--- config.mk ---
export PLATFORM = sky130hd
export DESIGN_NAME = acc_interval_seq
export DESIGN_NICKNAME = d
export VERILOG_FILES = /design/src/rtl/acc_seq_pkg.sv /design/src/rtl/acc_sample_timebase.sv /design/src/rtl/acc_busy_timer.sv /design/src/rtl/acc_interval_counter.sv /design/src/rtl/acc_irq_edge_flag.sv /design/src/rtl/acc_interval_seq.sv
export SDC_FILE = /design/constraint.sdc
export NUM_CORES = 1
export LEC_CHECK = 0
export BUFFER_PORTS_ARGS = -buffer_cell sky130_fd_sc_hd__clkbuf_2
export CAP_MARGIN = 20
export CORE_ASPECT_RATIO = 1.5
export CORE_MARGIN = 3
export CORE_UTILIZATION = 40
export DETAILED_ROUTE_END_ITERATION = 16
export PLACE_DENSITY = 0.64
export RECOVER_POWER = 50
export SETUP_SLACK_MARGIN = 0.5
export SLEW_MARGIN = 5
export SYNTH_ARGS = -nofsm -noshare
export SYNTH_HDL_FRONTEND = slang
export SYNTH_SLANG_ARGS = --single-unit
--- constraint.sdc ---
create_clock -name clk -period 3.8 [get_ports clk]
set_input_delay 0.76 -clock clk [delete_from_list [all_inputs] [get_ports clk]]
set_output_delay 0.76 -clock clk [all_outputs]
set_load 0.1 [all_outputs]
--- src/rtl/acc_seq_pkg.sv ---
package acc_seq_pkg;

  // Index of each interrupt source inside the flag vector.
  localparam int unsigned IRQ_COMP = 0;
  localparam int unsigned IRQ_XFER = 1;
  localparam int unsigned N_IRQ    = 2;

  // Group size code: base group length shifted left by the code.
  typedef enum logic [1:0] {
    GSZ_X1 = 2'd0,
    GSZ_X2 = 2'd1,
    GSZ_X4 = 2'd2,
    GSZ_X8 = 2'd3
  } grp_size_e;

  localparam int unsigned GSZ_MAX_SHIFT = 3;

endpackage

--- src/rtl/acc_sample_timebase.sv ---
module acc_sample_timebase #(
  parameter int unsigned TICKS_PER_SAMPLE = 13
) (
  input  logic clk,
  input  logic rst_n,
  input  logic enable,
  input  logic tick,
  output logic sample_start
);

  localparam int unsigned CW = (TICKS_PER_SAMPLE > 1) ? $clog2(TICKS_PER_SAMPLE) : 1;
  localparam logic [CW-1:0] LAST_PHASE = CW'(TICKS_PER_SAMPLE - 1);

  logic [CW-1:0] phase;

  // Phase counts slow-clock ticks inside one sample period.
  always_ff @(posedge clk) begin
    if (!rst_n || !enable) begin
      phase <= '0;
    end else if (tick) begin
      phase <= (phase == LAST_PHASE) ? '0 : phase + 1'b1;
    end
  end

  assign sample_start = enable & tick & (phase == '0);

endmodule

--- src/rtl/acc_busy_timer.sv ---
module acc_busy_timer #(
  parameter int unsigned LEN = 4
) (
  input  logic clk,
  input  logic rst_n,
  input  logic enable,
  input  logic load,
  output logic busy,
  output logic last_beat
);

  localparam int unsigned CW = $clog2(LEN + 1);
  localparam logic [CW-1:0] LOAD_VAL = CW'(LEN);

  logic [CW-1:0] remain;

  always_ff @(posedge clk) begin
    if (!rst_n || !enable) begin
      remain <= '0;
    end else if (load) begin
      remain <= LOAD_VAL;
    end else if (remain != '0) begin
      remain <= remain - 1'b1;
    end
  end

  assign busy      = (remain != '0);
  // High in the last busy cycle; the strobe drops at the closing edge.
  assign last_beat = enable & (remain == CW'(1)) & ~load;

endmodule

--- src/rtl/acc_interval_counter.sv ---
module acc_interval_counter
  import acc_seq_pkg::*;
#(
  parameter int unsigned BASE_SAMPLES = 42,
  parameter int unsigned SUM_W        = 8
) (
  input  logic             clk,
  input  logic             rst_n,
  input  logic             enable,
  input  logic             sample_start,
  input  logic [SUM_W-1:0] grp_count,
  input  logic [1:0]       grp_size_sel,
  output logic             interval_end
);

  localparam int unsigned MAX_LEN = BASE_SAMPLES << GSZ_MAX_SHIFT;
  localparam int unsigned LEN_W   = $clog2(MAX_LEN + 1);
  localparam logic [LEN_W-1:0] BASE_LEN = LEN_W'(BASE_SAMPLES);

  grp_size_e        size_code;
  logic [LEN_W-1:0] grp_len;
  logic [LEN_W-1:0] samp_idx;
  logic [SUM_W-1:0] grp_idx;
  logic [SUM_W-1:0] grp_eff;
  logic             last_samp;
  logic             last_grp;

  assign size_code = grp_size_e'(grp_size_sel);

  always_comb begin
    unique case (size_code)
      GSZ_X1:  grp_len = BASE_LEN;
      GSZ_X2:  grp_len = BASE_LEN << 1;
      GSZ_X4:  grp_len = BASE_LEN << 2;
      default: grp_len = BASE_LEN << 3;
    endcase
  end

  assign grp_eff   = (grp_count == '0) ? SUM_W'(1) : grp_count;
  // Compare with >= so a setting changed mid-interval cannot overrun.
  assign last_samp = (samp_idx >= grp_len - 1'b1);
  assign last_grp  = (grp_idx >= grp_eff - 1'b1);

  always_ff @(posedge clk) begin
    if (!rst_n || !enable) begin
      samp_idx <= '0;
      grp_idx  <= '0;
    end else if (sample_start) begin
      if (last_samp) begin
        samp_idx <= '0;
        grp_idx  <= last_grp ? '0 : grp_idx + 1'b1;
      end else begin
        samp_idx <= samp_idx + 1'b1;
      end
    end
  end

  assign interval_end = sample_start & last_samp & last_grp;

endmodule

--- src/rtl/acc_irq_edge_flag.sv ---
module acc_irq_edge_flag (
  input  logic clk,
  input  logic rst_n,
  input  logic busy,
  input  logic clr,
  output logic flag
);

  logic busy_q;
  logic fall;

  assign fall = busy_q & ~busy;

  always_ff @(posedge clk) begin
    if (!rst_n) begin
      busy_q <= 1'b0;
      flag   <= 1'b0;
    end else begin
      busy_q <= busy;
      // A fresh falling edge outranks a clear in the same cycle.
      flag   <= fall | (flag & ~clr);
    end
  end

endmodule

--- src/rtl/acc_interval_seq.sv ---
module acc_interval_seq
  import acc_seq_pkg::*;
#(
  parameter int unsigned TICKS_PER_SAMPLE = 13,
  parameter int unsigned BASE_SAMPLES     = 42,
  parameter int unsigned SUM_W            = 8,
  parameter int unsigned COMP_BUSY_LEN    = 4,
  parameter int unsigned XFER_BUSY_LEN    = 2
) (
  input  logic             clk,
  input  logic             rst_n,
  input  logic             enable,
  input  logic             tick_32k,
  input  logic [SUM_W-1:0] grp_count,
  input  logic [1:0]       grp_size_sel,
  output logic             compute_busy,
  output logic             xfer_busy,
  input  logic             clr_wr,
  input  logic [1:0]       clr_bits,
  output logic [1:0]       irq_flags,
  output logic             irq
);

  logic sample_start;
  logic interval_end;
  logic comp_last;
  logic xfer_last_unused;
  logic xfer_pending;
  logic xfer_load;
  logic [N_IRQ-1:0] busy_vec;

  acc_sample_timebase #(.TICKS_PER_SAMPLE(TICKS_PER_SAMPLE)) u_timebase (
    .clk          (clk),
    .rst_n        (rst_n),
    .enable       (enable),
    .tick         (tick_32k),
    .sample_start (sample_start)
  );

  acc_interval_counter #(.BASE_SAMPLES(BASE_SAMPLES), .SUM_W(SUM_W)) u_counter (
    .clk          (clk),
    .rst_n        (rst_n),
    .enable       (enable),
    .sample_start (sample_start),
    .grp_count    (grp_count),
    .grp_size_sel (grp_size_sel),
    .interval_end (interval_end)
  );

  acc_busy_timer #(.LEN(COMP_BUSY_LEN)) u_comp_timer (
    .clk       (clk),
    .rst_n     (rst_n),
    .enable    (enable),
    .load      (sample_start),
    .busy      (compute_busy),
    .last_beat (comp_last)
  );

  // The final sample of an interval arms the transfer; it launches as
  // that sample's compute strobe ends.
  always_ff @(posedge clk) begin
    if (!rst_n || !enable) begin
      xfer_pending <= 1'b0;
    end else if (interval_end) begin
      xfer_pending <= 1'b1;
    end else if (comp_last) begin
      xfer_pending <= 1'b0;
    end
  end

  assign xfer_load = comp_last & xfer_pending;

  acc_busy_timer #(.LEN(XFER_BUSY_LEN)) u_xfer_timer (
    .clk       (clk),
    .rst_n     (rst_n),
    .enable    (enable),
    .load      (xfer_load),
    .busy      (xfer_busy),
    .last_beat (xfer_last_unused)
  );

  assign busy_vec[IRQ_COMP] = compute_busy;
  assign busy_vec[IRQ_XFER] = xfer_busy;

  for (genvar i = 0; i < N_IRQ; i++) begin : g_irq
    acc_irq_edge_flag u_flag (
      .clk   (clk),
      .rst_n (rst_n),
      .busy  (busy_vec[i]),
      .clr   (clr_wr & clr_bits[i]),
      .flag  (irq_flags[i])
    );
  end

  assign irq = |irq_flags;

endmodule

# Word-level counts from Yosys, hierarchy flattened

Index checks and enable logic that the tools add are counted.

Bits in latches: 0
Output and inout port bits: 5
RAM bits: 0
Memories kept: 0
Register bits: 31
Bits of input ports: 17
Bits in read-only memories: 0

Muxes and demuxes: 11
Multipliers: 0
Shift operators: 0
Reductions and logical operators: 15
$add $sub $neg: 7
Order comparisons: 2
Eq/ne operators: 4
Bitwise gates (word level): 20
Divide/modulo/power cells: 0

Operators by type and width:

| operator                                             | number |
|---|---|
| one-hot mux 9 bit (3 select lines)                   | 1 |
| 2-to-1 mux 8 bit                                     | 2 |
| AND 1 bit                                            | 13 |
| adder 9 x 1 -> 9 bit (second input constant)         | 1 |
| >= comparator 9 bit                                  | 1 |
| 2-to-1 mux 9 bit                                     | 1 |
| subtractor 9 x 1 -> 9 bit (second input constant)    | 1 |
| adder 8 x 1 -> 8 bit (second input constant)         | 1 |
| >= comparator 8 bit                                  | 1 |
| logical NOT 8 bit                                    | 1 |
| nonzero test 2 bit                                   | 4 |
| subtractor 8 x 1 -> 8 bit (second input constant)    | 1 |
| 2-to-1 mux 3 bit                                     | 2 |
| OR reduction 2 bit                                   | 3 |
| NOT 1 bit                                            | 5 |
| adder 4 x 1 -> 4 bit (second input constant)         | 1 |
| equality test 4 bit (second input constant)          | 1 |
| logical NOT 4 bit                                    | 1 |
| 2-to-1 mux 2 bit                                     | 2 |
| 2-to-1 mux 4 bit                                     | 1 |
| equality test 3 x 1 -> 1 bit (second input constant) | 1 |
| nonzero test 3 bit                                   | 1 |
| subtractor 3 x 1 -> 3 bit (second input constant)    | 1 |
| equality test 2 x 1 -> 1 bit (second input constant) | 1 |
| 8 further kinds                                      | 11 |

# Logic depth before layout (Yosys ltp)

Gate-level depths: netlist of the first run.

Depth in word-level cells: 7
Mapped depth: 13

# Hierarchy

A second synthesis of the first run with hierarchy kept.

Cells, all modules: 249
Area, all modules: 2,130.8 sq um

By module, submodules not included:

| module                         | area each (sq um) | times used | cells each | sequential area each (sq um) |
|---|---|---|---|---|
| acc_interval_counter           | 1,446.4           | 1          | 180        | 340.3 |
| acc_sample_timebase            | 205.2             | 1          | 23         | 80.1 |
| acc_busy_timer at u_comp_timer | 183.9             | 1          | 18         | 60.1 |
| acc_irq_edge_flag              | 71.3              | 2          | 6          | 40.0 |
| acc_busy_timer at u_xfer_timer | 90.1              | 1          | 9          | 40.0 |
| acc_interval_seq               | 62.6              | 1          | 7          | 20.0 |

# Least setup slack after synthesis of the first run

OpenSTA, ideal clock, no wires.

Path kind: in2reg
Start: input grp_count[4]
End: register u_counter.grp_idx[6]
Path slack: 322 ps
Stages on the path: 13
Data required time: 3,683 ps
Library setup time: 117 ps
Buffers on the path: 0
Arrival: 3,360 ps
Cells stage by stage: or3_1 or4_1 nor2_1 nor2_1 ha_1 nor3b_1 xnor2_1 ha_1 nand2_1 nor3_1 a21oi_1 a221o_1 a32o_1

Longest elaborated chain between the ends: 5

Ends and longest elaborated chain:

| element                     | line                       | RTL |
|---|---|---|
| start: declaration          | acc_interval_seq.sv:14     | `input logic [SUM_W-1:0] grp_count,` |
| logical NOT 8 bit           | acc_interval_counter.sv:39 | `assign grp_eff = (grp_count == '0) ? SUM_W'(1) : grp_count;` |
| 2-to-1 mux 8 bit *          | acc_interval_counter.sv:39 |  |
| subtractor 8 x 1 -> 8 bit * | acc_interval_counter.sv:42 | `assign last_grp = (grp_idx >= grp_eff - 1'b1);` |
| >= comparator 8 bit *       | acc_interval_counter.sv:42 |  |
| 2-to-1 mux 8 bit *          | acc_interval_counter.sv:51 | `grp_idx <= last_grp ? '0 : grp_idx + 1'b1;` |
| end signal: assignment      | acc_interval_counter.sv:51 |  |
| end: declaration            | acc_interval_counter.sv:23 | `logic [SUM_W-1:0] grp_idx;` |

Mark *: on every way between the ends. The rest lies on a longest branch, timed or not.
A chain may end at the register's enable or synchronous reset.

# Final worst setup path of the first run

Same ends and word-level chain as after synthesis.

==> summary by stage, run 1 <==
Run status
The flow ran to the end, and the final reports show no timing, DRC or antenna violations.

GRT
The total overflow reported by the global router is 0. The initial antenna violation count is 0. The overall routing resource usage is between 10% and 20%. The largest net degree at the start of global routing is 27. The first global-routing pass estimated 7.48 mm of wire.

The via count of the first global-routing pass came to 1683.

Detailed routing
After detailed routing, the number of remaining DRC violations is 0. The number of antenna-violating nets in the routed design is 0. Dividing the detail-routed wire length by the instance count gives 13.6 um. The number of iterations in the first detailed-routing pass is 4. The wire length reported by the detailed router is 4.40 mm.

The routed layout has 1763 vias. The starting DRC count in detailed routing is 56. The via density per instance is 5.46.

Critical path
For flop-to-flop paths, the worst setup slack is 1.63 ns. The endpoint type of the worst setup path is a register. STA classifies the critical path startpoint as an input pin. In this run the critical register-to-register path is launched from u_counter.samp_idx[1]. In this run the worst setup path begins at grp_count[4].

The library cell contributing the largest single delay on the critical path is or4_4. The data arrival time at the worst-slack endpoint is 3.51 ns. The cell that appears most often on the critical path is nor2_4. On the worst path, the slowest cell contributes a delay of between 0.4 and 0.5 ns. Traced cell by cell, the critical path runs through buf_8 > or3_4 > or4_4 > nor2_4 > nor2_4 > ha_4 > nor3b_4 > xnor2_1 > ha_1 > nand2_2 > nor3_4 > a21oi_2 > a221o_1 > a32o_1. The end of the worst register-to-register path is u_counter.samp_idx[0].

The critical setup path kind is in2reg. The count of cells along the worst register-to-register path is 6. The largest fanout of any net on the critical path is 3. Data on the critical path is required at its endpoint by 3.98 ns.

Job
Max-cap violations in this run came to 0.

Die
22 I/O pins were placed. The floorplan step defined a core boundary enclosing 4930 um2. For this configuration, the core starts out at a cell density of a little over two fifths.

The number of rows created at floorplan is 31. The vertical extent of the die is around 94 um. The floorplan step defined a die boundary enclosing 6110 um2. The die is roughly 65 um wide.

Clocking
Counting along the longest clock path gives a buffer depth of 2. Clock-pin slew was measured on the worst setup and hold paths at 0.07 ns. The maximum level of the CTS H-tree is 2.

The TritonCTS clock tree is done. The clock root buffer is clkbuf_8. The number of buffers added by the clock tree synthesis step is 5. The number of clock sinks is 31. The clock insertion delay at the later pin of the skew report is 0.29 ns.

Synthesis
The combined area of all synthesized cells is between 2000 and 2500 um2. During synthesis, Yosys emitted a total of 0 warnings. Summing the areas of all compound-gate instances in the mapped netlist gives 18.9% of the synthesized area. Sorting the synthesized cells by how often they occur yields dfxtp_1, ha_1, nand2_1.

The largest area contributor in the synthesized netlist is dfxtp_1. A synthesized cell averages 8.96 um2. After synthesis, the largest family of logic cells by area is simple AND/OR/NAND/NOR gates. The most used flip-flop cell after synthesis is dfxtp_1.

The most instantiated library cell after synthesis is dfxtp_1. The number of distinct standard cells referenced by the synthesized netlist is 46. Synthesis inferred 31 register bits. The total nets after synthesis is 278.

The synthesized netlist devotes ~5.5% of its cell area to XOR and XNOR gates. The async set or reset register ratio after synthesis is 0%. The synthesized netlist devotes 21.6% of its cell area to simple gates. The multiplexer fraction of the synthesized cell area is 2.05%. Sorting the synthesized cells by area gives the leading types as dfxtp_1, ha_1, xor2_1. Counting flops with a built-in enable in the synthesized netlist gives 0. The adder and majority cell fraction of the synthesized area is between 10% and 20%. Of the synthesized area, sequential elements account for 29.9%.

The top cell type by area accounts for 29.9% of the synthesized area. The cell count after synthesis is 232.

Layout
Compared with the post-synthesis result, the final layout area differs by 19.3%. The count of antenna diodes in the layout is 0. For this run, the post-layout net count is 302. Of the cells placed in the final design, the portion with a size suffix greater than 1 is between 20% and 30%. The filler cell count in the final layout is 487.

Timing
The final clock period utilization by the worst path is 87.9%. The time the worst path needs with I/O delays and setup is 3.34 ns. Setup violations remaining at the end of the flow were counted as 0. Setup repair after global routing could not meet its margin everywhere. The peak clock frequency supported by timing is between 0.2 and 0.3 GHz. The final clock skew is 0.00844 ns. The slew of the pin with the lowest slew margin is 1.16 ns. The worst hold slack is 0.477 ns. The number of hold-slack violations in the final timing report is 0. The number of pins with negative max-slew slack in the final report is 0. Setup slack on the critical path of the routed design comes to 0.460 ns. Headroom to the max-slew limit came out at 23.0%.

The final total negative setup slack is 0 ns.

Power and ir drop
The static leakage is 0.00100 uW. The worst voltage drop across the vdd grid is 0.000176 V. The power per unit of standard cell area is 307 nW/um2.

Worst hold path
The path class of the tightest hold or removal check is reg2reg. The beginning of the worst hold path is xfer_pending. The hold path endpoint is xfer_pending. The number of stages on the worst hold path is 2.

Place
Detailed placement finished with a half-perimeter wire length of about 3.2 mm. Before CTS, the worst setup slack after placement is 0.0295 ns. The port buffer count is 21. Routability-driven placement finished with a final weighted congestion of 0.747.
==> per-stage QoR <==
step | cell area, um2 | total power (uW) | instances | util [%]
after floorplan | 2090 | 407 | 232 | -
after global placement | 2230 | 429 | 311 | 45.3
after detailed placement | 2230 | 430 | 311 | 45.3
after CTS | 2430 | 762 | 322 | 49.3
after global routing | 2480 | 796 | 323 | 50.3
final | 2480 | 762 | 323 | 50.3
==> final cells by class <==
type	instances	area (um2)	share of cell area, %
multi-input cells	179	1470	59.1
flip-flops and latches	31	621	25.0
repair buffers	25	146	5.90
well taps	66	82.6	3.33
clock buffers	5	68.8	2.77
inverters	14	52.6	2.12
clock inverters	3	43.8	1.77
==> per-layer routing <==
layer | global-route usage [%] | part of all wire (%) | up-vias
li1 | - | - | 905
met1 | 17.3 | 43 | 814
met2 | 27.9 | 51 | 32
met3 | 2.99 | 3.1 | 12
met4 | 7.58 | 2.6 | 0
met5 | 0 | 0 | -
==> flip-flops by register name, summed over array words and instances (netlist names) <==
| signal | flops |
|---|---|
| u_counter.samp_idx | 9 |
| u_counter.grp_idx | 8 |
| u_timebase.phase | 4 |
| u_comp_timer.remain | 3 |
| g_irq.u_flag.busy_q | 2 |
| g_irq.u_flag.flag | 2 |
| u_xfer_timer.remain | 2 |
| xfer_pending | 1 |
==> cell families (layout without fill, tap and decap cells) <==
logic type	after synthesis	count (layout)
AND/OR/NAND/NOR	82	82
buffers and inverters	22	47
flip-flops	31	31
XOR/XNOR	13	13
multiplexers	4	4
adder cells (fa/ha/maj)	29	29
AO/OA/AOI/OAI	51	51
==> critical path: cells and delay by family <==
family	cells	cell delay, ns
compound gates	3	0.66
xor+xnor	1	0.13
fa+ha+maj	2	0.46
buf+inv	1	0.09
simple gates	7	1.42
==> worst max path at each step <==
stage,depth (start not counted),endpoint
after floorplan,13,u_counter.grp_idx[6]
after global placement,14,u_counter.grp_idx[5]
after detailed placement,14,u_counter.grp_idx[3]
after CTS,13,u_counter.grp_idx[0]
after global routing,14,u_counter.grp_idx[0]
final,14,u_counter.grp_idx[6]
==> placed cells by master (no fill, tap or decap), drive strengths merged, types with 3 or more instances in the layout <==
cell	Yosys	layout
and2	4	4
ha	29	29
xor2	9	9
inv	14	14
a32o	6	6
nand2	18	18
o21ai	7	7
dfxtp	31	31
buf	5	7
and3	5	5
nand4	8	8
nor3	13	13
nand3	3	3
nor2b	3	3
xnor2	4	4
or4	3	3
a21o	3	3
nor2	11	11
a21oi	16	16
a22oi	3	3
o221ai	4	4
clkbuf	3	23
nor3b	5	5
==> where the power goes <==
part / internal, uW / switching (uW)
Combinational: 39.2 / 66.6
Sequential: 328 / 2.80
Clock: 195 / 130
==> timing repair <==
action	in CTS	in global routing
setup endpoints to repair	9	9
gates resized for setup	14	16
pin swaps	12	4
hold buffers	0	0
buffers inserted	3	1
Note: power is estimated with default switching activity, not from simulation.
==> run 2, diff against run 1 <==
==> constraint.sdc (replaced) <==
create_clock -name clk -period 3.8 [get_ports clk]
set_input_delay 0.76 -clock clk [delete_from_list [all_inputs] [get_ports clk]]
set_output_delay 0.76 -clock clk [all_outputs]
set_load 0.01 [all_outputs]
==> summary by stage, run 2 (synthesis gave the netlist of run 1 again) <==
Detailed routing
The routed layout has 1755 vias. The wire length reported by the detailed router is 4.41 mm. The number of iterations in the first detailed-routing pass is 4. After detailed routing, the number of remaining DRC violations is 0. The count of nets left with antenna violations once routing finished came out at 0. In the routed layout, each cell is associated on average with a via count of 5.43. The first routing iteration left 41 violations. The average detailed-routed wire length per instance is 13.7 um.

Place
The congestion estimate from routability-driven global placement came to 0.747. The final HPWL from detailed placement is 3.21 mm. The worst slack at placement is 0.0295 ns. The number of placed instances with taps included is 311. Port buffering added 21 buffers.

Die
The area of the die is 6110 um2. The core region is 4930 um2. The initial utilization of the core area, before any placement, comes to between 40% and 50%. The x dimension of the die is 64.9 um. The initialized floorplan defines 31 standard-cell rows. Pin placement for this block handled 22 I/O pins. The vertical extent of the die is 94.3 um.

Timing
The peak clock frequency supported by timing is approximately 0.3 GHz. The slew of the pin with the lowest slew margin is 0.885 ns. The setup slack after layout is 0.463 ns. The final clock skew is slightly above 0.008 ns. The worst relative slew slack is 40.9%. Final hold analysis gives a worst-case slack of 0.477 ns. The number of hold-slack violations in the final timing report is 0.

The number of pins with negative max-slew slack in the final report is 0. Setup repair after global routing could not meet its margin everywhere. The worst path uses between 80% and 90% of the clock period. The time the worst path needs with I/O delays and setup is 3.34 ns. Setup violations remaining at the end of the flow were counted as 0. The final total negative setup slack is 0 ns.

Critical path
The library cell contributing the largest single delay on the critical path is or4_4. STA classifies the critical path startpoint as an input pin. In this run the worst setup path terminates at u_counter.grp_idx[6]. The critical setup path kind is in2reg. The data required time at the worst endpoint is slightly below 4 ns. Measured in cells, the most critical reg-to-reg path has a length of 6.

The gate family responsible for the most delay along the worst path is simple AND/OR/NAND/NOR gates. The worst register-to-register path ends at u_counter.samp_idx[4]. The critical path depth is 14.

The largest fanout of any net on the critical path is 3. The data arrival time at the worst-slack endpoint is 3.51 ns. The startpoint identified for the worst register-to-register timing path is u_counter.samp_idx[1]. The critical path buffer and inverter count is 1. For flop-to-flop paths, the worst setup slack is approximately 1.7 ns.

The most critical setup path has its startpoint at grp_count[4]. The largest stage delay on the critical path is 0.45 ns. The cell seen most often among critical-path stages is nor2_4. Walking the worst path, the cells encountered are buf_8 > or3_4 > or4_4 > nor2_4 > nor2_4 > ha_4 > nor3b_4 > xnor2_1 > ha_1 > nand2_2 > nor3_4 > a21oi_2 > a221o_1 > a32o_1.

STA classifies the critical path endpoint as a register.

Layout
The most common cell after layout, fill and taps aside is dfxtp_1. The post-layout net count is 302. The final cell count without fillers is 323. The largest registers in the layout are u_counter.samp_idx x9, u_counter.grp_idx x8, u_timebase.phase x4. The utilization after layout is slightly above 50%. The register with the most flip-flops in the final layout is u_counter.samp_idx. The number of flip-flops under the largest register name is 9. Of the cells placed in the final design, the portion with a size suffix greater than 1 is 20.6%. The count of antenna diodes in the layout is 0. In the layout the commonest cells are dfxtp_1, ha_1, nand2_1, inv_1, a21oi_1. The growth of design area from synthesis to finish is 19.6%.

Power and ir drop
Combinational logic burns about an eighth of the power. The internal power contribution is 562 uW. In this run, the clock network consumes between 40% and 50% of the power. The power per unit of standard cell area is ~300 nW/um2. The switching power total is between 150 and 200 uW.

The part of the power in registers is between 40 and 50%. The worst-case IR drop observed on VDD is roughly 0.00018 V. The static leakage is between 0.0009 and 0.001 uW. The switching part of the total is 24.6%.

GRT
The global routing met3 resource utilization is 2.99%. The initial antenna violation count is 0. The largest net degree at the start of global routing is 27. The first global-routing pass estimated 7.48 mm of wire. The via count of the first global-routing pass is ~1700. The global-route track usage on met1 is between 10% and 20%. Summed over all layers, the global routing overflow is 0.

Global routing used 15.6% of the available tracks. In the global route stage, met2 resource usage came out at 27.9%. The layer flagged by global routing as most heavily used is met2.

Clocking
For this design, the sink count on the clock tree is 31. After clock tree synthesis, the clock-pin slew on the worst setup and hold paths is 0.07 ns. The later pin in the worst-skew pair is clocked with a latency of 0.28 ns.

The clock root buffer is clkbuf_8. The clock passes through at most 2 buffers. TritonCTS built the clock tree. The number of buffers added by the clock tree synthesis step is 5.

For this design, the CTS-stage hold fixing added 0 buffers. The maximum level of the CTS H-tree is 2.

Run status
The run finished with clean final reports.

Worst hold path
The tightest min-delay check is of the reg2reg type.

Job
The number of max-cap violations is 0.
-- run 2: power by group through the flow --
| stage | sequential (uW) | clock (uW) | combinational [uW] |
|---|---|---|---|
| final | 331 | 324 | 91.2 |
| after global routing | 331 | 347 | 103 |
| after CTS | 331 | 331 | 85.2 |
| after detailed placement | 338 | 0 | 77.2 |
| after global placement | 338 | 0 | 76.0 |
| after floorplan | 338 | 0 | 54.1 |
-- run 2: worst min path at each step --
stage	start	end	slack, ns	cells after the start
after floorplan	u_xfer_timer.remain[1]	u_xfer_timer.remain[1]	0.45	2
after global placement	u_xfer_timer.remain[1]	u_xfer_timer.remain[1]	0.46	2
after detailed placement	u_xfer_timer.remain[1]	u_xfer_timer.remain[1]	0.47	2
after CTS	u_xfer_timer.remain[1]	u_xfer_timer.remain[1]	0.48	2
after global routing	u_xfer_timer.remain[1]	u_xfer_timer.remain[1]	0.50	2
final	xfer_pending	xfer_pending	0.48	2
-- run 2: timing repair --
action                     CTS  global route
buffers inserted             3             1
setup endpoints to repair    9             9
gates cloned                 0             0
resized for setup           14            16
pin swaps                   12             4
-- run 2: worst min-delay path, stage by stage (launching register included) --
cell      delay [ns]
dfxtp_1         0.31
nand2b_1        0.06
a21oi_1         0.06
-- run 2: area by class of cell --
| class | instances | area (um2) |
|---|---|---|
| Tap cell | 66 | 82.6 |
| Sequential cell | 31 | 621 |
| Inverter | 14 | 52.6 |
| Clock buffer | 5 | 68.8 |
| Clock inverter | 3 | 43.8 |
| Multi-Input combinational cell | 179 | 1470 |
| Fill cell | 484 | 2440 |
| Timing Repair Buffer | 25 | 145 |
-- run 2: layer usage --
layer | vias to the layer above | routed length, um
met5 | - | 0
met2 | 27 | 2290
li1 | 904 | -
met1 | 815 | 1890
met3 | 9 | 123
met4 | 0 | 108
-- run 2: per-stage QoR --
step | total power (uW) | instance area [um2]
after CTS | 747 | 2430
after global routing | 782 | 2480
after detailed placement | 416 | 2230
final | 746 | 2480
after global placement | 414 | 2230
after floorplan | 392 | 2090
